$ cat config.mk
export PLATFORM = sky130hd
export DESIGN_NAME = probe_classifier
export DESIGN_NICKNAME = d
export VERILOG_FILES = /design/src/rtl/probe_pkg.sv /design/src/rtl/probe_sync.sv /design/src/rtl/gate_timer.sv /design/src/rtl/edge_counter.sv /design/src/rtl/probe_classifier.sv
export SDC_FILE = /design/constraint.sdc
export NUM_CORES = 1
export LEC_CHECK = 0
export BUFFER_PORTS_ARGS = -buffer_cell sky130_fd_sc_hd__buf_2
export CAP_MARGIN = 20
export CORE_UTILIZATION = 60
export CTS_BUF_LIST = sky130_fd_sc_hd__clkbuf_16
export DETAILED_ROUTE_END_ITERATION = 12
export GPL_TIMING_DRIVEN = 0
export PLACE_DENSITY = 0.81
export SKIP_LAST_GASP = 1
export SYNTH_ARGS = -nofsm -noshare
export SYNTH_HDL_FRONTEND = slang
export SYNTH_SLANG_ARGS = --single-unit
export TNS_END_PERCENT = 30
$ cat constraint.sdc
create_clock -name clk -period 2.3 [get_ports clk]
set_input_delay 0.23 -clock clk [delete_from_list [all_inputs] [get_ports clk]]
set_output_delay 0.23 -clock clk [all_outputs]
set_load 0.005 [all_outputs]
$ cat src/rtl/probe_pkg.sv
// Package: shared result codes for the logic probe.
// Assumes: a 2-bit code is carried on the top-level result port.
package probe_pkg;
    typedef enum logic [1:0] {
        RES_LOW   = 2'b00,
        RES_HIGH  = 2'b01,
        RES_PULSE = 2'b10
    } probe_res_e;

    typedef enum logic {
        ST_IDLE = 1'b0,
        ST_GATE = 1'b1
    } probe_state_e;
endpackage

$ cat src/rtl/probe_sync.sv
// Module: probe_sync
// Brings the asynchronous probe into the clock domain through SYNC_STAGES
// flops, and flags a falling edge by comparing the last stage with one
// extra history flop.
// Assumes: SYNC_STAGES >= 2.
module probe_sync #(
    parameter int SYNC_STAGES = 2
) (
    input  logic clk,
    input  logic rst_n,
    input  logic async_in,
    output logic level,
    output logic fall
);
    logic [SYNC_STAGES-1:0] stages;
    logic                   prev;

    // Shift the input through the synchronizer chain.
    always_ff @(posedge clk) begin
        if (!rst_n) begin
            stages <= '0;
        end else begin
            stages <= {stages[SYNC_STAGES-2:0], async_in};
        end
    end

    // Keep the previous synchronized value for edge detection.
    always_ff @(posedge clk) begin
        if (!rst_n) begin
            prev <= 1'b0;
        end else begin
            prev <= stages[SYNC_STAGES-1];
        end
    end

    assign level = stages[SYNC_STAGES-1];
    assign fall  = prev & ~stages[SYNC_STAGES-1];
endmodule

$ cat src/rtl/gate_timer.sv
// Module: gate_timer
// Counts the cycles of an open gate and flags the cycle in which it closes.
// Assumes: GATE_CYCLES >= 2; clr and run are never high together with run
// expected to continue from a cleared count.
module gate_timer #(
    parameter int GATE_CYCLES = 100
) (
    input  logic clk,
    input  logic rst_n,
    input  logic clr,
    input  logic run,
    output logic last
);
    localparam int TW = $clog2(GATE_CYCLES);
    localparam logic [TW-1:0] TLAST = TW'(GATE_CYCLES - 1);

    logic [TW-1:0] cnt;

    // Advance the window counter while the gate is open.
    always_ff @(posedge clk) begin
        if (!rst_n || clr) begin
            cnt <= '0;
        end else if (run) begin
            cnt <= (cnt == TLAST) ? '0 : cnt + 1'b1;
        end
    end

    assign last = run && (cnt == TLAST);
endmodule

$ cat src/rtl/edge_counter.sv
// Module: edge_counter
// Saturating counter of detected edges; clr wins over inc.
// Assumes: EDGE_W >= 2. cnt_next shows the value including this cycle's edge.
module edge_counter #(
    parameter int EDGE_W = 8
) (
    input  logic              clk,
    input  logic              rst_n,
    input  logic              clr,
    input  logic              inc,
    output logic [EDGE_W-1:0] cnt,
    output logic [EDGE_W-1:0] cnt_next
);
    localparam logic [EDGE_W-1:0] CMAX = '1;

    // Next value: clear, saturating increment, or hold.
    always_comb begin
        if (clr) begin
            cnt_next = '0;
        end else if (inc && cnt != CMAX) begin
            cnt_next = cnt + 1'b1;
        end else begin
            cnt_next = cnt;
        end
    end

    // Register the count.
    always_ff @(posedge clk) begin
        if (!rst_n) begin
            cnt <= '0;
        end else begin
            cnt <= cnt_next;
        end
    end
endmodule

$ cat src/rtl/probe_classifier.sv
// Module: probe_classifier (top)
// Opens a gate of CLK_HZ/10 cycles on an idle start, counts falling edges of
// the synchronized probe, then reports pulse / high / low with a done strobe.
// Assumes: start is synchronous to clk; CLK_HZ/10 >= 2.
module probe_classifier #(
    parameter int CLK_HZ      = 50_000_000,
    parameter int EDGE_W      = 8,
    parameter int SYNC_STAGES = 2
) (
    input  logic       clk,
    input  logic       rst_n,
    input  logic       probe_in,
    input  logic       start,
    output logic       busy,
    output logic [1:0] result,
    output logic       done
);
    import probe_pkg::*;

    localparam int GATE_CYCLES = CLK_HZ / 10;

    probe_state_e      state;
    logic              start_ok;
    logic              gate_last;
    logic              lvl;
    logic              fall;
    logic [EDGE_W-1:0] edge_cnt;
    logic [EDGE_W-1:0] edge_cnt_next;
    probe_res_e        verdict;

    assign start_ok = start && (state == ST_IDLE);
    assign busy     = (state == ST_GATE);

    probe_sync #(.SYNC_STAGES(SYNC_STAGES)) u_sync (
        .clk      (clk),
        .rst_n    (rst_n),
        .async_in (probe_in),
        .level    (lvl),
        .fall     (fall)
    );

    gate_timer #(.GATE_CYCLES(GATE_CYCLES)) u_timer (
        .clk   (clk),
        .rst_n (rst_n),
        .clr   (start_ok),
        .run   (busy),
        .last  (gate_last)
    );

    edge_counter #(.EDGE_W(EDGE_W)) u_edges (
        .clk      (clk),
        .rst_n    (rst_n),
        .clr      (start_ok),
        .inc      (busy && fall),
        .cnt      (edge_cnt),
        .cnt_next (edge_cnt_next)
    );

    // Classify at gate close: count minus one above zero means pulsing.
    always_comb begin
        if (edge_cnt_next > EDGE_W'(1)) begin
            verdict = RES_PULSE;
        end else if (lvl) begin
            verdict = RES_HIGH;
        end else begin
            verdict = RES_LOW;
        end
    end

    // Gate state machine with registered result and done strobe.
    always_ff @(posedge clk) begin
        if (!rst_n) begin
            state  <= ST_IDLE;
            done   <= 1'b0;
            result <= RES_LOW;
        end else begin
            done <= 1'b0;
            if (start_ok) begin
                state <= ST_GATE;
            end else if (busy && gate_last) begin
                state  <= ST_IDLE;
                done   <= 1'b1;
                result <= verdict;
            end
        end
    end
endmodule

# Word-level counts from Yosys, hierarchy flattened
# Index checks and enable logic that the tools add are counted.
dict set report word_totals {
  ff_bits 38
  input_bits 4
  output_inout_bits 4
  elab_cells 35
}
dict set report classes {
  addsub 2
  order_cmp 1
  eq_ne 2
  muxes 8
  bitwise 5
  reduce_logical 10
}
# op count
set ops {}
lappend ops {{adder 23 x 1 -> 23 bit (second input constant)} 1}
lappend ops {{== test 23 bit (second input constant)} 1}
lappend ops {{2-to-1 mux 23 bit} 1}
lappend ops {{2-to-1 mux 8 bit} 2}
lappend ops {{adder 8 x 1 -> 8 bit (second input constant)} 1}
lappend ops {{> comparator 8 x 1 -> 1 bit (second input constant)} 1}
lappend ops {{inequality test 8 bit (second input constant)} 1}
lappend ops {{logical AND 1 bit} 5}
lappend ops {{2-to-1 mux 1 bit} 4}
lappend ops {{inverter 1 bit} 4}
lappend ops {{2-to-1 mux 2 bit} 1}
lappend ops {{AND reduction 2 bit} 1}
lappend ops {{nonzero test 2 bit} 1}
lappend ops {{OR reduction 2 bit} 1}
lappend ops {{bitwise AND 1 bit} 1}
lappend ops {{zero test 1 bit} 1}
lappend ops {{logical OR 1 bit} 1}

# Longest topological paths before layout
dict set report logic_depth {
  word_depth 8
  ltp_mapped 7
  mapped_depth_nobuf 6
}

# Modules after synthesis
# Synthesis repeated with hierarchy kept, for this count alone.
dict set report hier_totals {
  hier_cells 231
  area_unflattened_um2 2038.2
}
# mod instances cells_per_inst area_each_um2 seq_area_each_um2
set modules_own_cells {}
lappend modules_own_cells {gate_timer 1 136 1187.4 460.4}
lappend modules_own_cells {edge_counter 1 70 591.8 160.2}
lappend modules_own_cells {probe_classifier 1 18 170.2 80.1}
lappend modules_own_cells {probe_sync 1 7 88.8 60.1}

# Worst setup path after synthesis
# Ideal clock, no wire load.
dict set report synth_path {
  path_type {register to register}
  startpoint {reg u_timer.cnt[17]}
  endpoint {reg result[1]}
  setup_ns 0.116
  arrival_time_ns 1.772
  required_time_ns 2.184
  slack_ns 0.412
  stages_incl_launch_ff 6
  path_buffers 0
  period_less_slack_ns 1.888
  path_cell_list {dfxtp_1 or4b_4 nor4b_2 o2111ai_1 or4_1 o211a_1}
}
dict set report synth_between {
  elab_chain_len 4
}
# item line_no
set synth_rtl {}
lappend synth_rtl {{from (decl)} gate_timer.sv:17} ;# logic [TW-1:0] cnt;
lappend synth_rtl {{from (signal assigned)} gate_timer.sv:24} ;# cnt <= (cnt == TLAST) ? '0 : cnt + 1'b1;
lappend synth_rtl {{== test 23 bit} gate_timer.sv:28} ;# assign last = run && (cnt == TLAST);
lappend synth_rtl {{logical AND 1 bit} gate_timer.sv:28}
lappend synth_rtl {{logical AND 1 bit} probe_classifier.sv:80} ;# end else if (busy && gate_last) begin
lappend synth_rtl {{AND reduction 2 bit (no source line)} n/a}
lappend synth_rtl {{to (signal assigned)} probe_classifier.sv:83} ;# result <= verdict;
lappend synth_rtl {{to (decl)} probe_classifier.sv:15} ;# output logic [1:0] result,
# Every way passes these cells.
# A chain may end at the register's enable or synchronous reset.

# Worst setup path in the final report
dict set report layout_path {
  startpoint {reg u_timer.cnt[12]}
  endpoint {reg u_timer.cnt[19]}
}
dict set report layout_between {
  elab_chain_len 2
  elab_cells_between_ends 3
  classes_between {add/sub: 1; eq/ne: 1; mux: 1}
}
# item line_no
set layout_rtl {}
lappend layout_rtl {{adder 23 x 1 -> 23 bit or == test 23 bit (tied branches)} gate_timer.sv:24}
lappend layout_rtl {{2-to-1 mux 23 bit (*)} gate_timer.sv:24}
# Every way passes the cells marked *; elsewhere a longest branch is shown, timed or not.

==> metrics.yaml <==
synth:
  synth_edf_count: 0
  synthesis.instances: 205
  synth.yosys.seq_area_share_pct: 41.5
  synth_top_cells_by_area: "dfxtp_1 (41%), xnor2_1 (8.6%), nor2_1 (7.4%)"
  synthArstFlopShare_pct: 0
  synthDominantAreaCellType: "dfxtp_1"
  post_synth.cell_area_avg_um2: 8.95
  synthesis.yosys.warnings: 0
  yosys_register_bits: 38
  synth_nets: 211
  synth_cell_types: 46
  synthesis.area_um2: 1830
  ys_dominant_reg_cell: "dfxtp_1"
  area_share_of_the_leading_cell_type_in_the_synthesized_netlist_pct: 41.5
power_and_ir_drop:
  cellLeakagePower_nw: 0.749
  power.density_nw_per_um2: 655
  power_mw: 1.34
  power.ir.vdd_worst_uv: 572
sta:
  max-slew-margin-rel_pct: 71.1
  final.min_clock_period_ns: 2.15
  max_clock_freq_mhz: 465
  worst_slack_ns: 0.151
  setup_viol_count_final: 0
  hold_viol_final: 0
  fin_setup_tns_ns: 0
  timing.clock.skew_ns: 0.00455
  finalCritPeriodShare_pct: 93.4
  rsz_0062_raised_after_global_routing: "no"
  timing.hold.ws_ns: 0.159
  final-max-slew-violation-count: 0
  tightestPinTransition_ns: 0.431
finish:
  final_net_count: 224
  area_growth_syn_to_layout_pct: 11.3
  antenna_cells: 0
  mostFrequentLayoutCells: "dfxtp_1 (38), nor2_1 (36), xnor2_1 (18)"
  drive_above_1_share_pct: 12.4
  layout.core_utilization_pct: 72.1
  mostFrequentLayoutCell: "dfxtp_1"
  final.fill_count: 214
global_routing:
  first_global_vias: 1454
  first_pass_grt_wire_length_um: 6650
  grt.total_usage_pct: 27.2
  grt_remaining_overflow: 0
  initial_antenna_violation_count: 0
  maximum_number_of_pins_on_one_net_before_global_route_repair: 11
worst_setup_path:
  timing.critical_path.slowest_cell_delay_ns: 0.69
  crit_chain: "or4b_2 -> nor4_1 -> and3_1 -> or2_2 -> buf_6 -> nor2_1"
  setup.worst_path.class: "reg -> reg"
  crit_required_ns: 2.46
  timing.critical_path.from_type: "flop"
  critPathMaxFanout: 10
  worst_ep_arrival_time_ns: 2.31
  crit_slowest_cell: "or4b_2"
  crit_path_end_kind: "flop"
  timing.critical_path.buf_inv: 1
  critical-path-top-delay-family: "simple AND/OR/NAND/NOR gates"
place:
  detailedPlacementHpwl_um: 2650
  io_buffer_count: 6
  globalplace.congestion: 0.902
  post-place-ws_ns: 0.125
route:
  m1_wire_length_um: 1680
  route.detailed.vias_per_inst: 6.10
  detailroute.wirelength.met3_um: 119
  dr_total_vias: 1519
  drt_wl_cell_um: 15.8
  wl_met2_um: 2010
  drcViolationCount: 3
  detail-route-antenna-nets: 0
  drt_pass1_iterations: 8
  highest_layer: "met4"
  drtIter0Drc: 107
  routed_wl_um: 3930
outcome:
  failed_checks: "design-rule violations"
  run_status: "finished, violations left"
floorplan:
  chipHeight_um: 57.3
  ios: 8
  die_w_um: 57.3
  initial_utilization_pct: 64.8
  num_rows: 19
  die_area_um2: 3280
  core_um2: 2830
run:
  max_cap_violations: 0
clock_network:
  htree_num_levels: 2
  cts_sinks: 38
  hold_fix_buffers_at_cts: 0
  insertion_delay_ns: 0.28
  cts.root.buffer_cell: "clkbuf_16"
  cts-root-to-sink-buffers: 2
  cts_bufs_inserted: 5
  cts_tree: "yes"
  cts_clk_pin_slew_worst_paths_ns: 0.05
hold_path:
  worst_hold_path_type: "in -> reg"
## sequential cells by signal (all words and copies together), names as in the netlist
name           count
u_timer.cnt       23
u_edges.cnt        8
result             2
u_sync.stages      2
busy               1
done               1
u_sync.prev        1
## kinds of logic after synthesis
group / after synthesis / share of synthesized area, %
and+or+nand+nor: 108 / 33.4
DFF: 38 / 41.5
xor gates and xnor gates: 26 / 12.4
AOI/OAI and AO/OA: 16 / 5.93
buffers and inverters: 12 / 3.75
muxes: 3 / 1.71
adders and majority gates: 2 / 1.36
## power breakdown
part	total [mW]	switching (mW)	internal [mW]
registers	0.669	0.00457	0.664
logic	0.0391	0.0233	0.0158
clock network	0.629	0.242	0.387
## final timing paths
path / end / cells past startpoint / start / slack [ns]
hold / removal: u_sync.stages[0] / 2 / probe_in / 0.16
setup reg to reg: u_timer.cnt[19] / 6 / u_timer.cnt[12] / 0.15
hold reg to reg: u_sync.stages[1] / 1 / u_sync.stages[0] / 0.46
setup / recovery: u_timer.cnt[19] / 6 / u_timer.cnt[12] / 0.15
## layout make-up
type                            instances  area [µm²]  area share [%]
Inverter                                5        18.8           0.920
Buffer                                  7        50.0            2.45
Timing Repair Buffer                    6        30.0            1.47
Clock buffer                            5         125            6.13
Sequential cell                        38         761            37.3
Multi-Input combinational cell        155        1010            49.5
Clock inverter                          2        7.51           0.368
Tap cell                               31        38.8            1.90
## timing repair
item	in CTS	in global routing
gates resized for setup	0	1
setup buffers	0	0
setup endpoints to repair	0	3
## through the flow
step,instance area (µm²),std cells
3_3_place_gp,1900,242
4_1_cts,2040,249
3_5_place_dp,1900,242
2_1_floorplan,1830,205
6_report,2040,249
5_1_grt,2040,249
## metal layers
metal | track usage, % | vias up
li1 | - | 740
met1 | 31.2 | 724
met2 | 47.1 | 40
met3 | 7.03 | 15
met4 | 13.2 | 0
met5 | 0 | -
## synthesized netlist by cell type, types with 3 or more instances
cell type and instances:
and2_1 6, and3_1 6, and4b_1 3, dfxtp_1 38
inv_1 5, nand2_1 12, nand3_1 7, nand4_1 8
nor2_1 36, nor3_1 4, nor3b_1 5, o21ai_0 5
xnor2_1 18, xor2_1 8
Power figures use the tool's default switching activity.
